## src/rtl/cpx_pkg.sv

```systemverilog
package cpx_pkg;
  typedef enum logic [1:0] {
    ST_IDLE    = 2'd0,
    ST_COLLECT = 2'd1,
    ST_EXEC    = 2'd2
  } cpx_state_e;

  // Operand length per opcode class: 0 -> none, otherwise 2^class bytes.
  function automatic int unsigned class_bytes(input logic [1:0] cls);
    return (cls == 2'd0) ? 0 : (1 << cls);
  endfunction
endpackage

```

## src/rtl/cpx_addr_dec.sv

```systemverilog
module cpx_addr_dec #(
  parameter int ADDR_W = 8,
  parameter logic [ADDR_W-1:0] STAT_ADDR = 8'hF8,
  parameter logic [ADDR_W-1:0] OPND_ADDR = 8'hFA,
  parameter logic [ADDR_W-1:0] FLT_ADDR  = 8'hFC
) (
  input  logic              io_sel,
  input  logic              io_wr,
  input  logic              io_rd,
  input  logic [ADDR_W-1:0] io_addr,
  output logic              stat_wr,
  output logic              stat_rd,
  output logic              opnd_wr,
  output logic              flt_wr
);
  logic hit_stat, hit_opnd, hit_flt;

  always_comb begin
    hit_stat = io_sel && (io_addr == STAT_ADDR);
    hit_opnd = io_sel && (io_addr == OPND_ADDR);
    hit_flt  = io_sel && (io_addr == FLT_ADDR);
    stat_wr  = hit_stat && io_wr;
    stat_rd  = hit_stat && io_rd;
    opnd_wr  = hit_opnd && io_wr;
    flt_wr   = hit_flt && io_wr;
  end
endmodule

```

## src/rtl/cpx_opnd_buf.sv

```systemverilog
module cpx_opnd_buf #(
  parameter int MAX_BYTES = 8,
  parameter int IDX_W     = 4
) (
  input  logic                   clk,
  input  logic                   rst,
  input  logic                   clr,
  input  logic                   we,
  input  logic [IDX_W-1:0]       idx,
  input  logic [7:0]             din,
  output logic [MAX_BYTES*8-1:0] dout
);
  for (genvar g = 0; g < MAX_BYTES; g++) begin : g_byte
    logic [7:0] byte_q;
    always_ff @(posedge clk) begin
      if (rst || clr)
        byte_q <= '0;
      else if (we && idx == IDX_W'(g))
        byte_q <= din;
    end
    assign dout[g*8 +: 8] = byte_q;
  end
endmodule

```

## src/rtl/cpx_ctrl.sv

```systemverilog
module cpx_ctrl
  import cpx_pkg::*;
#(
  parameter int OPC_W = 8,
  parameter int CNT_W = 4
) (
  input  logic             clk,
  input  logic             rst,
  input  logic             stat_wr,
  input  logic             opnd_wr,
  input  logic             opnd_ack,
  input  logic             exec_done,
  input  logic [OPC_W-1:0] opc_in,
  output logic [OPC_W-1:0] opcode,
  output logic [CNT_W-1:0] nbytes,
  output logic [CNT_W-1:0] cnt,
  output logic             busy,
  output logic             opnd_req,
  output logic             exec_valid,
  output logic             proto_err,
  output logic             op_accept,
  output logic             byte_take
);
  cpx_state_e state;
  logic [CNT_W-1:0] nb_d;
  logic bad_byte;

  always_comb begin
    nb_d      = CNT_W'(class_bytes(opc_in[OPC_W-1 -: 2]));
    op_accept = stat_wr && (state == ST_IDLE);
    byte_take = opnd_wr && opnd_ack && (state == ST_COLLECT);
    bad_byte  = opnd_wr && !(opnd_ack && (state == ST_COLLECT));
    busy       = (state != ST_IDLE);
    opnd_req   = (state == ST_COLLECT);
    exec_valid = (state == ST_EXEC);
  end

  always_ff @(posedge clk) begin
    if (rst) begin
      state     <= ST_IDLE;
      opcode    <= '0;
      nbytes    <= '0;
      cnt       <= '0;
      proto_err <= 1'b0;
    end else begin
      if (bad_byte) proto_err <= 1'b1;
      unique case (state)
        ST_IDLE: if (stat_wr) begin
          opcode <= opc_in;
          nbytes <= nb_d;
          cnt    <= '0;
          state  <= (nb_d == '0) ? ST_EXEC : ST_COLLECT;
        end
        ST_COLLECT: if (byte_take) begin
          cnt <= cnt + 1'b1;
          if (cnt == nbytes - 1'b1) state <= ST_EXEC;
        end
        ST_EXEC: if (exec_done) state <= ST_IDLE;
        default: state <= ST_IDLE;
      endcase
    end
  end
endmodule

```

## src/rtl/cpx_port_if.sv

```systemverilog
module cpx_port_if
  import cpx_pkg::*;
#(
  parameter int ADDR_W    = 8,
  parameter int DATA_W    = 16,
  parameter int OPC_W     = 8,
  parameter int MAX_BYTES = 8,
  parameter logic [ADDR_W-1:0] STAT_ADDR = 8'hF8,
  parameter logic [ADDR_W-1:0] OPND_ADDR = 8'hFA,
  parameter logic [ADDR_W-1:0] FLT_ADDR  = 8'hFC
) (
  input  logic                   clk,
  input  logic                   rst,
  input  logic                   io_sel,
  input  logic                   io_wr,
  input  logic                   io_rd,
  input  logic [ADDR_W-1:0]      io_addr,
  input  logic [DATA_W-1:0]      io_wdata,
  output logic [DATA_W-1:0]      io_rdata,
  input  logic                   opnd_ack,
  output logic                   opnd_req,
  output logic [DATA_W-1:0]      flt_ip,
  output logic [DATA_W-1:0]      flt_ea,
  output logic                   exec_valid,
  output logic [OPC_W-1:0]       exec_opcode,
  output logic [MAX_BYTES*8-1:0] exec_operand,
  input  logic                   exec_done
);
  localparam int CNT_W = $clog2(MAX_BYTES + 1);

  logic stat_wr, stat_rd, opnd_wr, flt_wr;
  logic busy, proto_err, op_accept, byte_take;
  logic [CNT_W-1:0] nbytes, cnt;
  logic flt_ptr;
  logic [DATA_W-1:0] status_w;

  cpx_addr_dec #(
    .ADDR_W(ADDR_W), .STAT_ADDR(STAT_ADDR), .OPND_ADDR(OPND_ADDR), .FLT_ADDR(FLT_ADDR)
  ) u_dec (
    .io_sel(io_sel), .io_wr(io_wr), .io_rd(io_rd), .io_addr(io_addr),
    .stat_wr(stat_wr), .stat_rd(stat_rd), .opnd_wr(opnd_wr), .flt_wr(flt_wr)
  );

  cpx_ctrl #(.OPC_W(OPC_W), .CNT_W(CNT_W)) u_ctrl (
    .clk(clk), .rst(rst), .stat_wr(stat_wr), .opnd_wr(opnd_wr),
    .opnd_ack(opnd_ack), .exec_done(exec_done), .opc_in(io_wdata[OPC_W-1:0]),
    .opcode(exec_opcode), .nbytes(nbytes), .cnt(cnt), .busy(busy),
    .opnd_req(opnd_req), .exec_valid(exec_valid), .proto_err(proto_err),
    .op_accept(op_accept), .byte_take(byte_take)
  );

  cpx_opnd_buf #(.MAX_BYTES(MAX_BYTES), .IDX_W(CNT_W)) u_buf (
    .clk(clk), .rst(rst), .clr(op_accept), .we(byte_take), .idx(cnt),
    .din(io_wdata[7:0]), .dout(exec_operand)
  );

  // Fault address capture: alternating IP / EA, pointer rewinds per opcode.
  always_ff @(posedge clk) begin
    if (rst) begin
      flt_ptr <= 1'b0;
      flt_ip  <= '0;
      flt_ea  <= '0;
    end else if (op_accept) begin
      flt_ptr <= 1'b0;
    end else if (flt_wr) begin
      if (!flt_ptr) flt_ip <= io_wdata;
      else          flt_ea <= io_wdata;
      flt_ptr <= ~flt_ptr;
    end
  end

  assign status_w = {{(DATA_W-3){1'b0}}, proto_err, opnd_req, busy};

  always_ff @(posedge clk) begin
    if (rst)        io_rdata <= '0;
    else if (io_rd) io_rdata <= stat_rd ? status_w : '0;
  end
endmodule

```

## config.mk

```make
export PLATFORM = sky130hd
export DESIGN_NAME = cpx_port_if
export DESIGN_NICKNAME = d
export VERILOG_FILES = /design/src/rtl/cpx_pkg.sv /design/src/rtl/cpx_addr_dec.sv /design/src/rtl/cpx_opnd_buf.sv /design/src/rtl/cpx_ctrl.sv /design/src/rtl/cpx_port_if.sv
export SDC_FILE = /design/constraint.sdc
export NUM_CORES = 1
export LEC_CHECK = 0
export BUFFER_PORTS_ARGS = -buffer_cell sky130_fd_sc_hd__buf_2
export CAP_MARGIN = 20
export CORE_MARGIN = 2
export CORE_UTILIZATION = 46
export CTS_CLUSTER_DIAMETER = 30
export DETAILED_ROUTE_END_ITERATION = 10
export PLACE_DENSITY = 0.76
export SLEW_MARGIN = 10
export SYNTH_ARGS = -nofsm -noshare
export SYNTH_HDL_FRONTEND = slang
export SYNTH_SLANG_ARGS = --single-unit
```

## constraint.sdc

```tcl
create_clock -name clk -period 1.72 [get_ports clk]
set_input_delay 0.086 -clock clk [delete_from_list [all_inputs] [get_ports clk]]
set_output_delay 0.086 -clock clk [all_outputs]
set_load 0.005 [all_outputs]
```

==> summary.txt, run 1 <==
Place
  • Final Wtd Congestion: 0.853
  • Placed Cells: roughly 830
  • Detail Placement HPWL: 9510 um
  • Setup WS pre-CTS: a little over 10 ps
  • IO Port Bufs: about 140

Power and ir drop
  • P_sw: 1.35 mW
  • VDD IR max: slightly below 0.6 mV
  • Comb power frac: 3.9%
  • Sequential group share of total power: between 40% and 50%
  • Power Density: approximately 940 nW/um^2
  • Cell internal pwr: between 4 and 5 mW
  • Sw Share: a little over a fifth
  • Clock share of power: roughly 52%
  • Leak pwr: 2.67 nW

Detailed routing
  • Avg WL per Cell: ~18 um
  • Post-route DRC: 0
  • Final wirelength: 15800 um
  • DR vias: around 5200
  • Detailed Routing Iterations Pass 1: 6
  • Drt via density: 5.84
  • Iter 0 DRT Violations: 550
  • Antenna Nets Post-Route: 0

Global routing
  • GRT Total Usage: roughly a quarter
  • Initial antenna violation count: 0
  • GR Overflow Total: 0
  • Vias in the first global route: ~4700
  • Largest net degree at the start of global routing: 65
  • First-pass GRT wire length: ~23000 um

Clock tree
  • CTS Buf Count: 17
  • Clock tree sinks: 118
  • # H-tree levels: 4
  • Clock-pin slew on the worst setup and hold paths: 60 ps
  • Clock Path Buffers: 2
  • CTS tree: done
  • Worst skew pair latency: around 500 ps
  • Clk root buf: clkbuf_8

Floorplan
  • Cell row count: 38
  • Die height: between 100 and 150 um
  • Core ar.: between 10000 and 15000 um^2
  • Initial Util: 46.9%
  • Die area: between 10000 and 15000 um^2
  • Io pins: approximately 150
  • Die W: 109 um

Cells and area
  • Nets@finish: between 700 and 800
  • Fillers: 913
  • Post-Layout Cell Count: 883
  • # diodes: 0
  • Layout cell share with drive strength beyond 1: between 20 and 30%
  • Area Overhead vs Synth: 31.5%

STA
  • Final WS setup: -57.8 ps
  • Slew HR: about 63%
  • Setup Viol. Count Final: 1
  • RSZ-0062 raised after global routing: true
  • Fin. Hold Viols: 0
  • Slew Viols, Final: 0
  • Final Cycle Share: 103%
  • Worst slew pin tran: 550 ps
  • Final hold slack: slightly above 40 ps
  • Clk_skew: roughly 9.1 ps
  • Clock period minus final worst setup slack: roughly 1800 ps
  • Fmax: approximately 560 MHz

Synth
  • Synthesized area per cell: between 8 and 9 um^2
  • Synth async-reset ratio: 0%
  • Cell area after synthesis: roughly 5000 um^2
  • Number of synthesized flops with an enable pin: 0
  • Top-count cell post-synth: dfxtp_1
  • Seq cells post-synth: 118
  • Unique cell type count in the Yosys netlist: 44
  • Synth top area cells: dfxtp_1 (47%), a21oi_1 (9.7%), nand4_1 (7.9%), o21ai_0 (6.5%), nand2_1 (4.1%)
  • Synth Instances: a little under 600
  • Yosys top cell by area: dfxtp_1
  • Synth Flop Type: dfxtp_1
  • Top cells by count, synth: dfxtp_1 (118), a21oi_1 (98), o21ai_0 (65), nand4_1 (64), nand2_1 (55)
  • Post-synth top area share: between 40 and 50%
  • Yosys warns: 0
  • Seq/Total Area, Yosys: a little under half

Worst hold path
  • Hold Crit Class: input pin to flop
  • Cell depth of the worst hold path: 3

Status
  • Failing checks: negative setup slack
  • Status: finished, violations left

Setup path
  • Max FO, Critical Path: 16
  • Worst R2R Path Depth: 5
  • Worst Setup End Kind: flop
  • Crit path kind: flop to flop
  • Critical path required time: 2090 ps
  • Crit start category: flop
  • WP data arrival: ~2100 ps

Flow run
  • Max-Cap Viols: 0
layout by cell type, fill, tap and decap left out, types with 3 or more instances in the layout:
cell           netlist  layout
inv_1                9       9
dlygate4sd3_1        0      18
o21ai_0             65      50
nor2_1              26      25
nor2b_1              6       5
buf_2                7     139
o21ai_1              2      17
nand3_1              3       3
clkbuf_16            0      17
nand3b_1             3       3
or4_4                2       7
ha_1                 5       5
conb_1               1      13
nor4_4               3       3
a21oi_1             98      97
nand4_1             64      64
clkinv_2             0       5
buf_12               0       4
dfxtp_1            118     118
nand2_1             55      55
buf_4               20      24
clkinvlp_4           0       3
mux2i_1             16      16
nor3_1               4       4
xnor2_1              3       3
layer usage:
metal | track usage, % | wire length [um] | up-vias
met5 | 0 | 0 | -
met4 | 9.43 | 443 | 0
met3 | 7.89 | 1850 | 49
met2 | 40.1 | 7380 | 364
met1 | 31.2 | 6150 | 2378
li1 | - | - | 2365
worst paths after layout:
path	slack, ps	end	from
setup / recovery	-60	u_buf.g_byte[1].byte_q[4]	u_ctrl.state[1]
hold / removal	40	flt_ip[6]	io_wdata[6]
setup reg to reg	-60	u_buf.g_byte[1].byte_q[4]	u_ctrl.state[1]
hold reg to reg	450	u_ctrl.opcode[7]	u_ctrl.opcode[7]
registers in the layout (all words and copies together) (netlist names):
name / count
u_ctrl.opcode: 8
u_ctrl.proto_err: 1
u_ctrl.state: 2
u_ctrl.nbytes: 3
u_buf.g_byte.byte_q: 64
flt_ea: 16
flt_ip: 16
io_rdata: 3
flt_ptr: 1
u_ctrl.cnt: 4
power groups by stage:
stage	Clock [mW]	Combinational [mW]	Sequential (mW)
2_1_floorplan	0	0.137	2.79
3_3_place_gp	0	0.196	2.79
3_5_place_dp	0	0.197	2.79
4_1_cts	3.28	0.229	2.74
5_1_grt	3.42	0.255	2.73
6_report	3.25	0.241	2.74
critical path, stage by stage, from the launching register on:
cell and delay, ps:
dfxtp_1 320, nand3b_1 150, buf_4 170, or4_4 610
o21ai_0 270, a21oi_1 120
what timing repair did:
item,CTS,global route
setup endpoints to repair,1,43
resized for setup,0,23
cloned,0,5
hold buffers,18,0
endpoints found under the hold margin,42,0
pin swaps,1,7
buffers inserted,0,1
kinds of logic after synthesis:
| group | count (synthesis) | synth area share [%] |
|---|---|---|
| buffers and inverters | 83 | 9.03 |
| AOI/OAI and AO/OA | 174 | 18.1 |
| other | 1 | 0.0744 |
| xor gates and xnor gates | 4 | 0.695 |
| DFF | 118 | 46.8 |
| and+or+nand+nor | 182 | 20.8 |
| muxes | 16 | 3.18 |
| adders and majority gates | 5 | 1.24 |
layout make-up:
type                       instances  area (um^2)  share of cell area, %
sequential                       118         2360                   35.6
multi-input combinational        398         2330                   35.2
timing repair buffer             188         1180                   17.8
clock buffer                      20          435                   6.57
tap                              140          175                   2.64
clock inverter                    10          108                   1.62
inverter                           9         33.8                  0.509
through the flow:
stage	util [%]	area, um^2	total power, mW	TNS [ps]
2_1_floorplan	-	5090	2.93	0
3_3_place_gp	54.1	5820	2.99	0
3_5_place_dp	54.1	5820	2.99	0
4_1_cts	60.9	6540	6.24	0
5_1_grt	61.7	6630	6.41	-275
6_report	61.7	6630	6.23	-57.8
No activity file was read; power rests on OpenSTA's default activity.
==> run 2, diff against run 1 <==
Settings changed: BUFFER_PORTS_ARGS -buffer_cell sky130_fd_sc_hd__buf_2 to -buffer_cell sky130_fd_sc_hd__buf_4, REMOVE_ABC_BUFFERS from default to 1.
==> summary.txt, run 2 (same netlist as run 1, synthesis figures left out) <==
Clock tree
  • Clk root buf: clkbuf_8
  • # H-tree levels: 4
  • Clock Path Buffers: 2
  • Clock tree sinks: about 120
  • Worst skew pair latency: ~520 ps
  • Post-CTS setup buffers: 0
  • Clock-pin slew on the worst setup and hold paths: roughly 60 ps
  • CTS Buf Count: 17
  • CTS tree: done

STA
  • Fin. Hold Viols: 0
  • Setup Viol. Count Final: 0
  • Fmax: about 600 MHz
  • Clock period minus final worst setup slack: approximately 1700 ps
  • Slew Viols, Final: 0
  • Final Cycle Share: a little over nine tenths
  • RSZ-0062 raised after global routing: true
  • Final WS setup: about 49 ps
  • Clk_skew: between 10 and 15 ps
  • Setup_tns: 0 ps

Global routing
  • Initial antenna violation count: 0
  • Largest net degree at the start of global routing: 65
  • Vias in the first global route: 4547
  • GRT Total Usage: between 20% and 30%
  • GR Overflow Total: 0
  • First-pass GRT wire length: around 23000 um

Detailed routing
  • Drt via density: around 5.7
  • DR vias: 4973
  • Detailed Routing Iterations Pass 1: 5
  • Avg WL per Cell: about 17 um
  • Final wirelength: 14900 um
  • Antenna Nets Post-Route: 0
  • Post-route DRC: 0
  • Iter 0 DRT Violations: approximately 450

Setup path
  • Delay-heaviest family, CP: simple AND/OR/NAND/NOR gates
  • Reg2reg setup slack: about 49 ps
  • FF-to-FF End: u_buf.g_byte[4].byte_q[7]
  • Max FO, Critical Path: 32
  • Worst R2R Path Depth: 4
  • Largest stage delay, worst path: slightly above 600 ps
  • Reg2reg start: u_ctrl.state[1]
  • Critical path required time: about 2100 ps
  • Combined buffer and inverter count along the critical path: 0
  • WP data arrival: just over 2000 ps
  • Crit path kind: flop to flop
  • Slowest cell on crit path: or4_4
  • Worst-path cell chain: nand3b_1, or4_4, o21ai_0, a21oi_1
  • Crit start category: flop
  • Stages on the worst setup path: 4
  • Worst Setup End Kind: flop

Worst hold path
  • Cell depth of the worst hold path: 5
  • Hold Crit Class: input pin to flop
  • Hold path start: io_addr[1]
  • Worst Hold End: io_rdata[0]

Cells and area
  • Regs by FF count: u_buf.g_byte.byte_q: 64 flops, flt_ea: 16 flops, flt_ip: 16 flops
  • Layout cell share with drive strength beyond 1: 28.5%
  • # diodes: 0
  • Area Overhead vs Synth: 36.7%
  • Biggest register: u_buf.g_byte.byte_q
  • Most frequent cells in the layout: buf_4 (160), dfxtp_1 (118), a21oi_1 (98), nand4_1 (64), o21ai_0 (58)
  • Nets@finish: 761
  • Max reg flops: 64
  • Final Util: 64.1%
  • Fillers: 892
  • Commonest non-fill, non-tap cell in the layout: buf_4

Floorplan
  • Core ar.: approximately 11000 um^2
  • Die W: approximately 110 um
  • Initial Util: 46.9%
  • Die area: around 12000 um^2
  • Cell row count: 38
  • Die height: around 110 um
  • Io pins: 153

Power and ir drop
  • Power Density: about 900 nW/um^2
  • VDD IR max: slightly below 0.7 mV
  • Leak pwr: 2.65 nW
  • Tot Pwr: 6.20 mW

Place
  • Detail Placement HPWL: approximately 9600 um
  • Final Wtd Congestion: 0.861
  • IO Port Bufs: about 140
  • Setup WS pre-CTS: -101 ps

Flow run
  • Max-Cap Viols: 0

Status
  • Status: finished, final reports clean
run 2: cell types whose count changed in the layout (fill, tap and decap cells not counted), sizes merged:
cell / previous run / this run
inv: 9 / 10
bufinv: 2 / 1
dlygate4sd3: 18 / 19
or4: 8 / 4
clkinvlp: 3 / 5
clkbuf: 21 / 20
buf: 169 / 166
run 2: metal layers:
metal	routed length, um	global-route usage (%)	vias to the layer above
met5	0	0	-
met4	235	8.42	0
met3	1500	7.05	24
met2	7200	41.7	245
met1	6010	31.0	2367
li1	-	-	2337
run 2: worst max path at each step:
| stage | from | end | slack (ps) |
|---|---|---|---|
| finish | u_ctrl.state[1] | u_buf.g_byte[4].byte_q[7] | 50 |
| global route | u_ctrl.cnt[2] | u_buf.g_byte[3].byte_q[7] | -30 |
| CTS | u_ctrl.state[1] | u_buf.g_byte[5].byte_q[5] | 10 |
| detailed placement | u_ctrl.state[1] | u_ctrl.opcode[4] | -100 |
| global placement | u_ctrl.state[1] | u_ctrl.opcode[0] | 6 |
| floorplan | u_ctrl.state[0] | u_ctrl.cnt[3] | -1050 |
run 2: worst register-to-register path, delay by kind of cell (launching register included):
| family | cells | cell delay [ps] |
|---|---|---|
| AND/OR/NAND/NOR | 2 | 850 |
| AO/OA/AOI/OAI | 2 | 360 |
| flip-flops | 1 | 330 |
run 2: repair_timing:
action	in CTS	in global routing
endpoints found under the hold margin	116	0
pin swaps	1	1
gates resized for setup	1	8
endpoints found under the setup margin	12	44
hold buffers	19	0
run 2: final cells by class:
class                      instances  area, um^2  area share, %
sequential                       118        2360           34.3
multi-input combinational        394        2280           33.1
timing repair buffer             185        1500           21.8
clock buffer                      20         435           6.32
tap                              140         175           2.54
clock inverter                    12         105           1.52
inverter                           9        33.8          0.490
run 2: stage by stage:
step / cells / hold WS [ps] / area [um^2]
after floorplan: 521 / 155 / 4670
after global placement: 827 / 334 / 6150
after detailed placement: 827 / 345 / 6150
after CTS: 878 / 9.41 / 6890
after global routing: 878 / 77.6 / 6890
final: 878 / 50.1 / 6890
run 2: where the power goes:
group	internal, mW	switching (mW)	leakage, nW	total, mW
logic	0.102	0.152	1.44	0.254
clock network	1.94	1.27	0.253	3.22
registers	2.73	0.000303	0.950	2.74
total	4.78	1.42	2.65	6.20
==> run 3, diff against run 2 <==
Settings changed: CORE_UTILIZATION 46 to 51, PLACE_DENSITY 0.76 to 0.79.
Clock period 1.72 ns to 1.78 ns, I/O delays scaled along.
==> summary.txt, run 3 (same netlist as run 1, synthesis figures left out) <==
Status
  • Status: finished, final reports clean

Floorplan
  • Die area: ~11000 um^2
  • Core ar.: 9680 um^2
  • Die W: just over 100 um
  • Initial Util: a little over half
  • Die height: a little over 100 um
  • Io pins: approximately 150
  • Cell row count: 36

Setup path
  • WP data arrival: 2170 ps
  • Worst Setup End Kind: flop
  • Crit start category: flop
  • Crit path kind: flop to flop
  • Max FO, Critical Path: 8
  • Critical path required time: roughly 2200 ps

Place
  • IO Port Bufs: around 140
  • Final Wtd Congestion: 0.890
  • DP Area: slightly above 6000 um^2
  • Detail Placement HPWL: slightly above 9000 um
  • Setup WS pre-CTS: -3.36 ps

Clock tree
  • CTS Buf Count: 17
  • # H-tree levels: 4
  • Clock-pin slew on the worst setup and hold paths: around 60 ps
  • Worst skew pair latency: 510 ps
  • Clk root buf: clkbuf_8
  • Clock Path Buffers: 2
  • CTS tree: done
  • Clock tree sinks: approximately 120

STA
  • Final Cycle Share: between 90 and 100%
  • Worst slew pin tran: between 500 and 600 ps
  • Fin. Hold Viols: 0
  • Setup_tns: 0 ps
  • RSZ-0062 raised after global routing: true
  • Slew HR: between 60% and 70%
  • Slew Viols, Final: 0
  • Setup Viol. Count Final: 0
  • Clk_skew: 8.23 ps
  • Clock period minus final worst setup slack: around 1800 ps
  • Final hold slack: 67.8 ps
  • Final WS setup: 11.3 ps
  • Fmax: 565 MHz

Cells and area
  • Max reg flops: 64
  • Commonest non-fill, non-tap cell in the layout: buf_4
  • Regs by FF count: u_buf.g_byte.byte_q: 64 flops, flt_ea: 16 flops, flt_ip: 16 flops
  • Nets@finish: 769
  • Area Overhead vs Synth: 40.5%
  • # diodes: 0
  • Biggest register: u_buf.g_byte.byte_q
  • Most frequent cells in the layout: buf_4 (163), dfxtp_1 (116), a21oi_1 (98), nand4_1 (64), o21ai_0 (58)
  • Final Cell Area: slightly above 7000 um^2
  • Layout cell share with drive strength beyond 1: roughly 29%

Power and ir drop
  • VDD IR max: 0.619 mV
  • Power Density: 922 nW/um^2
  • Leak pwr: roughly 2.7 nW

Global routing
  • GR Overflow Total: 0
  • First-pass GRT wire length: 22800 um
  • Vias in the first global route: around 4700
  • Largest net degree at the start of global routing: 35
  • Initial antenna violation count: 0
  • GRT Total Usage: roughly 27%

Worst hold path
  • Hold Crit Class: input pin to flop

Detailed routing
  • Antenna Nets Post-Route: 0
  • Post-route DRC: 0
  • Iter 0 DRT Violations: around 380
  • DR vias: between 5000 and 6000
  • Drt via density: approximately 5.9
  • Final wirelength: approximately 16000 um
  • Avg WL per Cell: 18.2 um
  • Detailed Routing Iterations Pass 1: 5

Flow run
  • Max-Cap Viols: 0
run 3: cell types whose count changed in the layout (fill, tap and decap cells not counted), sizes merged:
cell,before,now
bufinv,1,5
clkbuf,20,22
buf,166,169
or4,4,9
clkinvlp,5,0
inv,10,9
clkinv,5,4
run 3: worst paths after layout:
| check | start | to | slack (ps) | depth (start not counted) |
|---|---|---|---|---|
| worst max-delay path | u_ctrl.state[1] | u_buf.g_byte[7].byte_q[3] | 10 | 5 |
| worst min-delay path | io_addr[2] | flt_ptr | 70 | 4 |
| worst max register to register | u_ctrl.state[1] | u_buf.g_byte[7].byte_q[3] | 10 | 5 |
| worst min register to register | u_ctrl.opcode[2] | u_ctrl.opcode[2] | 450 | 2 |
run 3: power by group:
group	switching, mW	internal (mW)	total, mW
registers	0.000280	2.64	2.64
logic	0.153	0.104	0.256
clock network	1.16	2.48	3.63
total	1.31	5.22	6.53
run 3: cell type report:
| cell class | count | area, um^2 |
|---|---|---|
| fillers | 689 | 2600 |
| clock buffers | 22 | 453 |
| multi-input cells | 399 | 2350 |
| clock inverters | 9 | 174 |
| repair buffers | 188 | 1540 |
| well taps | 133 | 166 |
| inverters | 9 | 33.8 |
| flip-flops and latches | 118 | 2360 |
run 3: per-stage QoR:
step	power (mW)	std cells	utilization [%]
global route	6.69	878	73.2
CTS	6.54	868	71.9
floorplan	2.75	521	-
finish	6.53	878	73.2
detailed placement	2.91	818	63.4
global placement	2.90	818	63.4
run 3: critical path: stages, from the launching register on:
cell      delay, ps
dfxtp_1         330
nand3b_1        240
buf_4           210
or4_4           570
o21ai_0         220
a21oi_1          90
run 3: metal layers:
metal | track usage, % | part of all wire, % | vias to the layer above
li1 | - | - | 2367
met1 | 34.0 | 39 | 2474
met2 | 44.3 | 49 | 272
met3 | 8.00 | 9.7 | 34
met4 | 11.3 | 2.2 | 0
met5 | 0 | 0 | -
run 3: what timing repair did:
action                                 in CTS  in global routing
setup endpoints to repair                  12                 51
pin swaps                                   1                  3
endpoints found under the hold margin     114                  0
gates resized for setup                     2                 16
hold buffers                               19                  0
setup buffers                               0                  5
gates cloned                                0                  5
